==> src/rtl/swfc_pkg.sv <==
package swfc_pkg;
  localparam int CHAR_W = 8;
  localparam int MODE_W = 3;
  localparam logic [MODE_W-1:0] MODE_SWFC = 3'b010;

  typedef enum logic [1:0] {
    GATE_RUN   = 2'd0,
    GATE_DRAIN = 2'd1,
    GATE_HALT  = 2'd2
  } gate_state_e;

  typedef struct packed {
    logic pause_hit;
    logic release_hit;
  } match_t;

  function automatic logic mode_is_swfc(input logic [MODE_W-1:0] m);
    return m == MODE_SWFC;
  endfunction

  // pause wins over release when both values are equal
  function automatic match_t classify(input logic [CHAR_W-1:0] b,
                                      input logic [CHAR_W-1:0] p,
                                      input logic [CHAR_W-1:0] r);
    match_t res;
    res.pause_hit   = (b == p);
    res.release_hit = (b == r) && (b != p);
    return res;
  endfunction
endpackage

==> src/rtl/swfc_char_match.sv <==
module swfc_char_match
  import swfc_pkg::*;
#(
  parameter int W = CHAR_W
) (
  input  logic         strobe,
  input  logic         enable,
  input  logic [W-1:0] data,
  input  logic [W-1:0] pause_val,
  input  logic [W-1:0] release_val,
  output logic         pause_evt,
  output logic         release_evt
);
  match_t m;
  always_comb begin
    m           = classify(data, pause_val, release_val);
    pause_evt   = strobe && enable && m.pause_hit;
    release_evt = strobe && enable && m.release_hit;
  end

  always_comb begin
    assert (!(pause_evt && release_evt));
  end
endmodule

==> src/rtl/swfc_gate_fsm.sv <==
module swfc_gate_fsm
  import swfc_pkg::*;
(
  input  logic clk,
  input  logic rst_n,
  input  logic enable,
  input  logic pause_evt,
  input  logic release_evt,
  input  logic tx_busy,
  input  logic tx_done,
  output logic permit
);
  gate_state_e state_q, state_d;
  logic        at_boundary;

  assign at_boundary = tx_done || !tx_busy;

  always_comb begin
    state_d = state_q;
    if (!enable) begin
      state_d = GATE_RUN;
    end else begin
      case (state_q)
        GATE_RUN:   if (pause_evt) state_d = at_boundary ? GATE_HALT : GATE_DRAIN;
        GATE_DRAIN: if (release_evt) state_d = GATE_RUN;
                    else if (at_boundary) state_d = GATE_HALT;
        GATE_HALT:  if (release_evt) state_d = GATE_RUN;
        default:    state_d = GATE_RUN;
      endcase
    end
  end

  always_ff @(posedge clk or negedge rst_n) begin
    if (!rst_n) state_q <= GATE_RUN;
    else        state_q <= state_d;
  end

  assign permit = !enable || (state_q == GATE_RUN);

  AST_PAUSE_BLOCKS: assert property (@(posedge clk) disable iff (!rst_n)
    (enable && pause_evt) |=> (!permit || !enable));
  AST_RELEASE_OPENS: assert property (@(posedge clk) disable iff (!rst_n)
    (enable && release_evt) |=> permit);
  AST_MODE_OFF_OPEN: assert property (@(posedge clk) disable iff (!rst_n)
    !enable |-> permit);
  AST_DRAIN_HOLDS: assert property (@(posedge clk) disable iff (!rst_n)
    (state_q == GATE_DRAIN && enable && !release_evt) |=> (!permit || !enable));
  AST_QUIET_STABLE: assert property (@(posedge clk) disable iff (!rst_n)
    (enable && !pause_evt && !release_evt) ##1 enable |-> $stable(permit));
endmodule

==> src/rtl/swfc_tx_gate.sv <==
module swfc_tx_gate
  import swfc_pkg::*;
(
  input  logic              clk,
  input  logic              rst_n,
  input  logic [MODE_W-1:0] fc_mode,
  input  logic [CHAR_W-1:0] pause_char,
  input  logic [CHAR_W-1:0] release_char,
  input  logic              rx_valid,
  input  logic [CHAR_W-1:0] rx_byte,
  input  logic              tx_busy,
  input  logic              tx_done,
  output logic              tx_permit
);
  logic swfc_on;
  logic pause_evt;
  logic release_evt;

  assign swfc_on = mode_is_swfc(fc_mode);

  swfc_char_match #(.W(CHAR_W)) u_match (
    .strobe      (rx_valid),
    .enable      (swfc_on),
    .data        (rx_byte),
    .pause_val   (pause_char),
    .release_val (release_char),
    .pause_evt   (pause_evt),
    .release_evt (release_evt)
  );

  swfc_gate_fsm u_fsm (
    .clk         (clk),
    .rst_n       (rst_n),
    .enable      (swfc_on),
    .pause_evt   (pause_evt),
    .release_evt (release_evt),
    .tx_busy     (tx_busy),
    .tx_done     (tx_done),
    .permit      (tx_permit)
  );

  AST_RESET_OPEN: assert property (@(posedge clk)
    !rst_n |=> (tx_permit || !rst_n));
endmodule

==> config.mk <==
export PLATFORM = sky130hd
export DESIGN_NAME = swfc_tx_gate
export DESIGN_NICKNAME = d
export VERILOG_FILES = /design/src/rtl/swfc_pkg.sv /design/src/rtl/swfc_char_match.sv /design/src/rtl/swfc_gate_fsm.sv /design/src/rtl/swfc_tx_gate.sv
export SDC_FILE = /design/constraint.sdc
export NUM_CORES = 1
export LEC_CHECK = 0
export CAP_MARGIN = 40
export CORE_AREA = 5 5 42 44
export DETAILED_ROUTE_END_ITERATION = 10
export DIE_AREA = 0 0 47 49
export DONT_BUFFER_PORTS = 1
export PLACE_DENSITY = 0.44
export SYNTH_ARGS = -nofsm -noshare
export SYNTH_HDL_FRONTEND = slang
export SYNTH_SLANG_ARGS = --single-unit
==> constraint.sdc <==
create_clock -name clk -period 1 [get_ports clk]
set_input_delay 0.1 -clock clk [delete_from_list [all_inputs] [get_ports clk]]
set_output_delay 0.1 -clock clk [all_outputs]
set_load 0.05 [all_outputs]
==> results of run 1 <==
[cells in the mapped netlist]
cell,number,share of area
a2111oi_2,1,0.043
nand4_1,3,0.054
and3_1,1,0.018
nor2_1,2,0.022
xnor2_1,8,0.20
nor3b_2,1,0.036
nor4_2,1,0.036
mux2i_1,1,0.029
dfrtp_1,2,0.14
nand3_1,2,0.029
nand2_1,1,0.011
xor2_1,8,0.20
o21ai_0,1,0.014
inv_1,1,0.011
nor4_4,1,0.061
nor2b_1,1,0.018
o21ai_1,1,0.014
a211oi_2,1,0.036
nor3b_1,1,0.022
[per-layer routing]
layer / up-vias / part of all wire
met3: 2 / 0.15
met4: 0 / 0.021
met1: 135 / 0.35
met5: - / 0
met2: 21 / 0.49
li1: 153 / -
[worst max path at each step]
stage / startpoint / end / slack, ns
2_1_floorplan: fc_mode[0] / u_fsm.state_q[0] / -0.04
3_3_place_gp: pause_char[0] / u_fsm.state_q[1] / -0.10
6_report: u_fsm.state_q[1] / tx_permit / -0.13
4_1_cts: u_fsm.state_q[1] / tx_permit / -0.12
3_5_place_dp: pause_char[0] / u_fsm.state_q[1] / -0.12
5_1_grt: u_fsm.state_q[1] / tx_permit / -0.16
[cell type report]
| class | count | share of cell area |
|---|---|---|
| Clock buffer | 3 | 0.0493 |
| Inverter | 1 | 0.00822 |
| Multi-Input combinational cell | 35 | 0.679 |
| Sequential cell | 2 | 0.112 |
| Tap cell | 16 | 0.0438 |
| Timing Repair Buffer | 4 | 0.107 |
[through the flow]
stage                     TNS, ns  cell area [um^2]  cells  setup slack (ns)
final                      -0.128               457     61            -0.128
after global routing       -0.272               457     61            -0.161
after CTS                  -0.188               450     61            -0.123
after detailed placement   -0.205               407     57            -0.124
after global placement     -0.205               407     57            -0.105
after floorplan           -0.0545               352     38           -0.0369
[logic make-up after synthesis]
kind of cell              Yosys count
DFF                                 2
muxes                               1
xor gates and xnor gates           16
and+or+nand+nor                    14
AOI/OAI and AO/OA                   4
buffers and inverters               1
[worst register-to-register path, cell delays in order (launching register included)]
cell	delay (ns)
dfrtp_1	0.39
nor3b_2	0.20
and3_1	0.18
nand3_1	0.07
o21ai_1	0.09
[power breakdown]
group          internal, mW  leakage [nW]  switching, mW
Combinational        0.0545         0.108         0.0447
Clock                 0.133        0.0138         0.0519
Sequential           0.0816        0.0263      0.0000265
Total                 0.269         0.148         0.0966
[timing repair]
| item | in CTS | in global routing |
|---|---|---|
| hold buffers | 1 | 0 |
| endpoints found under the hold margin | 2 | 0 |
| setup endpoints to repair | 3 | 3 |
| gates resized for setup | 2 | 2 |
| pin swaps | 1 | 1 |
==> flow_summary.json, run 1 <==
{
  "place.port_buffers": 0,
  "clock_skew_ns": 0.00215,
  "gp_congestion": 0.623,
  "largest_registers": "u_fsm.state_q x2",
  "max_stage_delay_ns": 0.39,
  "reg2reg_slack_ns": 0.01,
  "grt_use_met3": 0.0258,
  "tightestPinTransition_ns": 0.389,
  "synth_fa_ha_area_frac": 0,
  "status": "finished, violations left",
  "critical_path_class": "reg -> out",
  "n_antenna_cell": 0,
  "fin_hold_ws_ns": 0.0612,
  "crit_path_start_kind": "flop",
  "num_vias": 311,
  "final_nets": 79,
  "largest_reg_flops": 2,
  "cp.arrival_ns": 1.03,
  "synth_top_family_by_area": "XOR/XNOR gates",
  "synth_compound_area_frac": 0.108,
  "clock_latency_ns": 0.23,
  "hp-class": "in -> reg",
  "p_leak_nw": 0.148,
  "grt_max_degree": 5,
  "yosysWarnings": 0,
  "maxCapViolations": 0,
  "syn_nets": 70,
  "regArea_um2": 51.3,
  "setup_ws_ns": -0.128,
  "hold_violations": 0,
  "clockRootBuffer": "clkbuf_4",
  "end_kind": "output port",
  "fmax_ghz": 0.887,
  "worst-path-buf-inv": 2,
  "synthCells": 38,
  "p_per_area_nw_per_um2": 800,
  "r2r_start": "u_fsm.state_q[1]",
  "finalWirelength_um": 806,
  "synth_xor_xnor_area_share": 0.403,
  "synth.lib_cells_used.distinct": 19,
  "reg2reg_to": "u_fsm.state_q[0]",
  "mostFrequentLayoutCells": "xor2_1, xnor2_1, nand4_1, clkbuf_4",
  "slew-limit-headroom": 0.740,
  "fin_util": 0.326,
  "hold_path_depth": 3,
  "finalCritPeriodShare": 1.13,
  "power_mw": 0.365,
  "drive_gt1_frac": 0.311,
  "synthMuxAreaShare": 0.0288,
  "drcViolationCount": 0,
  "dp_hpwl_um": 724,
  "dr.pass1.iters": 2,
  "dr.first_iter.drc_count": 1,
  "wl_per_cell_um": 13.2,
  "cp.depth": 3,
  "grtUsageMet2": 0.0973,
  "routed_via_density": 5.10,
  "dieWidth_um": 47,
  "yosys.area_share.simple": 0.306,
  "reg2reg_depth": 4,
  "crit_fanout": 3,
  "cts_setup_buffers": 0,
  "grt_pass1_wl_um": 1170,
  "cp_cell_sequence": "buf_6 > o21ai_4 > buf_12",
  "period_needed_ns": 1.13,
  "numClockSinks": 2,
  "ir_worst_vdd_mv": 0.290,
  "ys_seq_area_frac": 0.144,
  "start_util": 0.248,
  "slew_violations": 0,
  "die_area_um2": 2300,
  "min-delay-start": "tx_done",
  "numCtsBuffers": 3,
  "io_pins": 33,
  "grt_pass1_vias": 319,
  "fillers": 161,
  "cp_slowest_cell": "dfrtp_1",
  "synth_seq_cells": 2,
  "met1_usage": 0.0813,
  "ctsLongestPathBuffers": 2,
  "rsz0062_at_grt": "yes",
  "multiInputGateArea_um2": 310,
  "fp.dieH_um": 49,
  "netlist_area_um2": 348,
  "clk_pin_slew_worst_paths_ns": 0.03,
  "top_register": "u_fsm.state_q",
  "rows": 14,
  "overflow": 0,
  "ctsHtreeMaxLevel": 1,
  "cts_tree": "yes",
  "synth_area_per_cell_um2": 9.15,
  "cp_data_required_time_ns": 0.90,
  "setup_viol": 1,
  "area_growth_pct": 31.3,
  "grt_busiest_layer": "met2",
  "violations": "negative setup slack",
  "grt_usage": 0.0718,
  "antenna_left": 0,
  "critPathTopFamily": "flip-flops",
  "core_um2": 1400,
  "antenna_found_initial": 0,
  "min_delay_worst_endpoint": "u_fsm.state_q[0]"
}
Power figures use the tool's default switching activity.
==> run 2: changes to the inputs <==
--- a/config.mk
+++ b/config.mk
@@ -5,12 +5,14 @@
 export SDC_FILE = /design/constraint.sdc
 export NUM_CORES = 1
 export LEC_CHECK = 0
+export ABC_AREA = 1
 export CAP_MARGIN = 40
 export CORE_AREA = 5 5 42 44
 export DETAILED_ROUTE_END_ITERATION = 10
 export DIE_AREA = 0 0 47 49
 export DONT_BUFFER_PORTS = 1
-export PLACE_DENSITY = 0.44
+export PLACE_DENSITY = 0.5
+export SLEW_MARGIN = 20
 export SYNTH_ARGS = -nofsm -noshare
 export SYNTH_HDL_FRONTEND = slang
 export SYNTH_SLANG_ARGS = --single-unit
==> run 2 against run 1 <==
Cell count grew 77%. Via count grew 56%. The flow still finishes with violations (negative setup slack). Cell area grew 16%. Sequential cell count is the same. Clock-buffer cell count is the same. Die area is the same. Combinational power grew 30%. Global-route usage grew 2.2 points. Power grew 6.1%. Sequential share of layout area shrank 1.8 points.
==> flow_summary.json, run 2 <==
{
  "status": "finished, violations left",
  "violations": "negative setup slack",
  "synth_area_per_cell_um2": 5.09,
  "dr.first_iter.drc_count": 7,
  "ctsLongestPathBuffers": 2,
  "async_flop_share": 1.00,
  "finalCritPeriodShare": 1.09,
  "hp-class": "in -> async",
  "numCtsBuffers": 3,
  "grt_usage": 0.0936,
  "place.port_buffers": 0,
  "core_um2": 1400,
  "drcViolationCount": 0,
  "largest_registers": "u_fsm.state_q x2",
  "fmax_ghz": 0.921,
  "reg2reg_to": "u_fsm.state_q[1]",
  "synth_enable_flop_cells": 0,
  "rsz0062_at_grt": "yes",
  "cts_tree": "yes",
  "synth_seq_cells": 2,
  "setup_ws_ns": -0.0852,
  "synth.lib_cells_used.distinct": 12,
  "p_per_area_nw_per_um2": 735,
  "io_pins": 33,
  "synthCells": 84,
  "final_common_cell": "nand2_1",
  "p_leak_nw": 0.292,
  "clk_pin_slew_worst_paths_ns": 0.03,
  "antenna_left": 0,
  "finalWirelength_um": 961,
  "numClockSinks": 2,
  "die_area_um2": 2300,
  "cp_data_required_time_ns": 0.90,
  "ir_worst_vdd_mv": 0.310,
  "grt_max_degree": 5,
  "wl_per_cell_um": 8.90,
  "reg2reg_slack_ns": -0.06,
  "end_kind": "output port",
  "num_vias": 485,
  "crit_fanout": 2,
  "ys.flop_type": "dfrtp_1",
  "fp.dieH_um": 49,
  "setup_viol": 2,
  "grt_pass1_wl_um": 1660,
  "dieWidth_um": 47,
  "reg2reg_depth": 8,
  "yosysWarnings": 0,
  "mostFrequentLayoutCells": "nand2_1, inv_1, nor2_1",
  "netlist.area_leader.share": 0.263,
  "yosysMostFrequentCell": "nand2_1",
  "overflow": 0,
  "ys_seq_area_frac": 0.117,
  "yosysTopAreaCell": "nand2_1",
  "dr.pass1.iters": 4,
  "clock_latency_ns": 0.22,
  "crit_path_start_kind": "flop",
  "synth.cells.most_frequent": "nand2_1, inv_1, nor2_1, xnor2_1, nand3_1",
  "clock_skew_ns": 0.000539,
  "slew_violations": 0,
  "gp_congestion": 0.725,
  "synth_area_leaders": "nand2_1, xnor2_1, inv_1",
  "dp_cells": 103,
  "r2r_start": "u_fsm.state_q[0]",
  "grt_pass1_vias": 482,
  "area_growth_pct": 23.4,
  "power_mw": 0.388,
  "largest_reg_flops": 2,
  "antenna_found_initial": 0,
  "netlist_area_um2": 428,
  "clockRootBuffer": "clkbuf_4",
  "tns_ns": -0.143,
  "ctsHtreeMaxLevel": 1,
  "start_util": 0.305,
  "top_register": "u_fsm.state_q",
  "final_nets": 126,
  "cp.arrival_ns": 0.99,
  "tightestPinTransition_ns": 0.157,
  "fin_cells": 108,
  "routed_via_density": 4.49,
  "hold_violations": 0,
  "maxCapViolations": 0,
  "period_needed_ns": 1.09,
  "dp_hpwl_um": 887,
  "slew-limit-headroom": 0.894,
  "drive_gt1_frac": 0.152,
  "critical_path_class": "reg -> out",
  "syn_nets": 116,
  "rows": 14,
  "n_antenna_cell": 0
}
==> run 2: changes by cell type after synthesis, sizes merged, moves of 2 or more <==
cell / before / now
nand2: 1 / 32
inv: 1 / 16
nor2: 2 / 17
xor2: 8 / 2
nand4: 3 / 0
nor3b: 2 / 0
nor4: 2 / 0
==> run 2: what timing repair did <==
item                       4_1_cts  5_1_grt
gates resized for setup          2        0
pin swaps                        2        1
hold buffers                     1        0
setup endpoints to repair        2        3
buffers inserted                 1        0
hold endpoints to repair         2        0
==> run 2: worst max-delay path by stage <==
stage	endpoint	from	cells past startpoint	slack (ns)
after global placement	u_fsm.state_q[1]	pause_char[7]	10	-0.05
after detailed placement	u_fsm.state_q[1]	pause_char[6]	10	-0.07
after CTS	tx_permit	u_fsm.state_q[1]	4	-0.1
after global routing	tx_permit	u_fsm.state_q[0]	4	-0.18
final	tx_permit	u_fsm.state_q[0]	4	-0.09
after floorplan	u_fsm.state_q[1]	u_fsm.state_q[0]	8	0.01
==> run 2: power breakdown <==
group | internal [mW] | switching (mW)
Clock | 0.132 | 0.0417
Combinational | 0.0675 | 0.0611
Sequential | 0.0841 | 0.00155
Total | 0.284 | 0.104
==> run 2: cell families after synthesis <==
kind of cell,Yosys count,share of synthesized area
AND/OR/NAND/NOR,52,0.488
buffers and inverters,16,0.140
flip-flops,2,0.117
XOR/XNOR,10,0.205
AO/OA/AOI/OAI,4,0.0497
==> run 2: critical path, stage by stage, from the launching register on <==
cell	delay, ns
dfrtp_1	0.37
nor2_2	0.14
inv_2	0.05
nand2_2	0.07
buf_12	0.13
==> run 2: cell type report <==
type / instances / area, um^2
fillers: 175 / 873
multi-input cells: 66 / 323
inverters: 16 / 60.1
repair buffers: 5 / 52.6
flip-flops and latches: 2 / 50.0
clock buffers: 3 / 22.5
well taps: 16 / 20.0
==> run 2: layer usage <==
metal,global-route usage,vias to the layer above,routed length (um),share of wire
met2,0.156,24,515,0.54
met4,0.0276,0,0,0
li1,-,260,-,-
met5,0,-,0,0
met3,0.0369,0,94,0.098
met1,0.105,201,352,0.37
==> run 2: metrics by stage <==
step	hold WS (ns)	utilization	cell area, um^2	setup slack [ns]
after floorplan	-0.196	-	430	0.0110
after global placement	-0.196	0.346	485	-0.0465
after detailed placement	-0.196	0.346	485	-0.0663
after CTS	0.108	0.377	528	-0.0961
after global routing	0.106	0.377	528	-0.178
final	0.111	0.377	528	-0.0852
==> run 3: changes to the inputs <==
--- a/config.mk
+++ b/config.mk
@@ -8,9 +8,11 @@
 export ABC_AREA = 1
 export CAP_MARGIN = 40
 export CORE_AREA = 5 5 42 44
+export CTS_CLUSTER_DIAMETER = 40
 export DETAILED_ROUTE_END_ITERATION = 10
 export DIE_AREA = 0 0 47 49
 export DONT_BUFFER_PORTS = 1
+export GPL_ROUTABILITY_DRIVEN = 0
 export PLACE_DENSITY = 0.5
 export SLEW_MARGIN = 20
 export SYNTH_ARGS = -nofsm -noshare
==> results of run 3 <==
No change in the layout: final DEF, timing and power equal those of run 2.
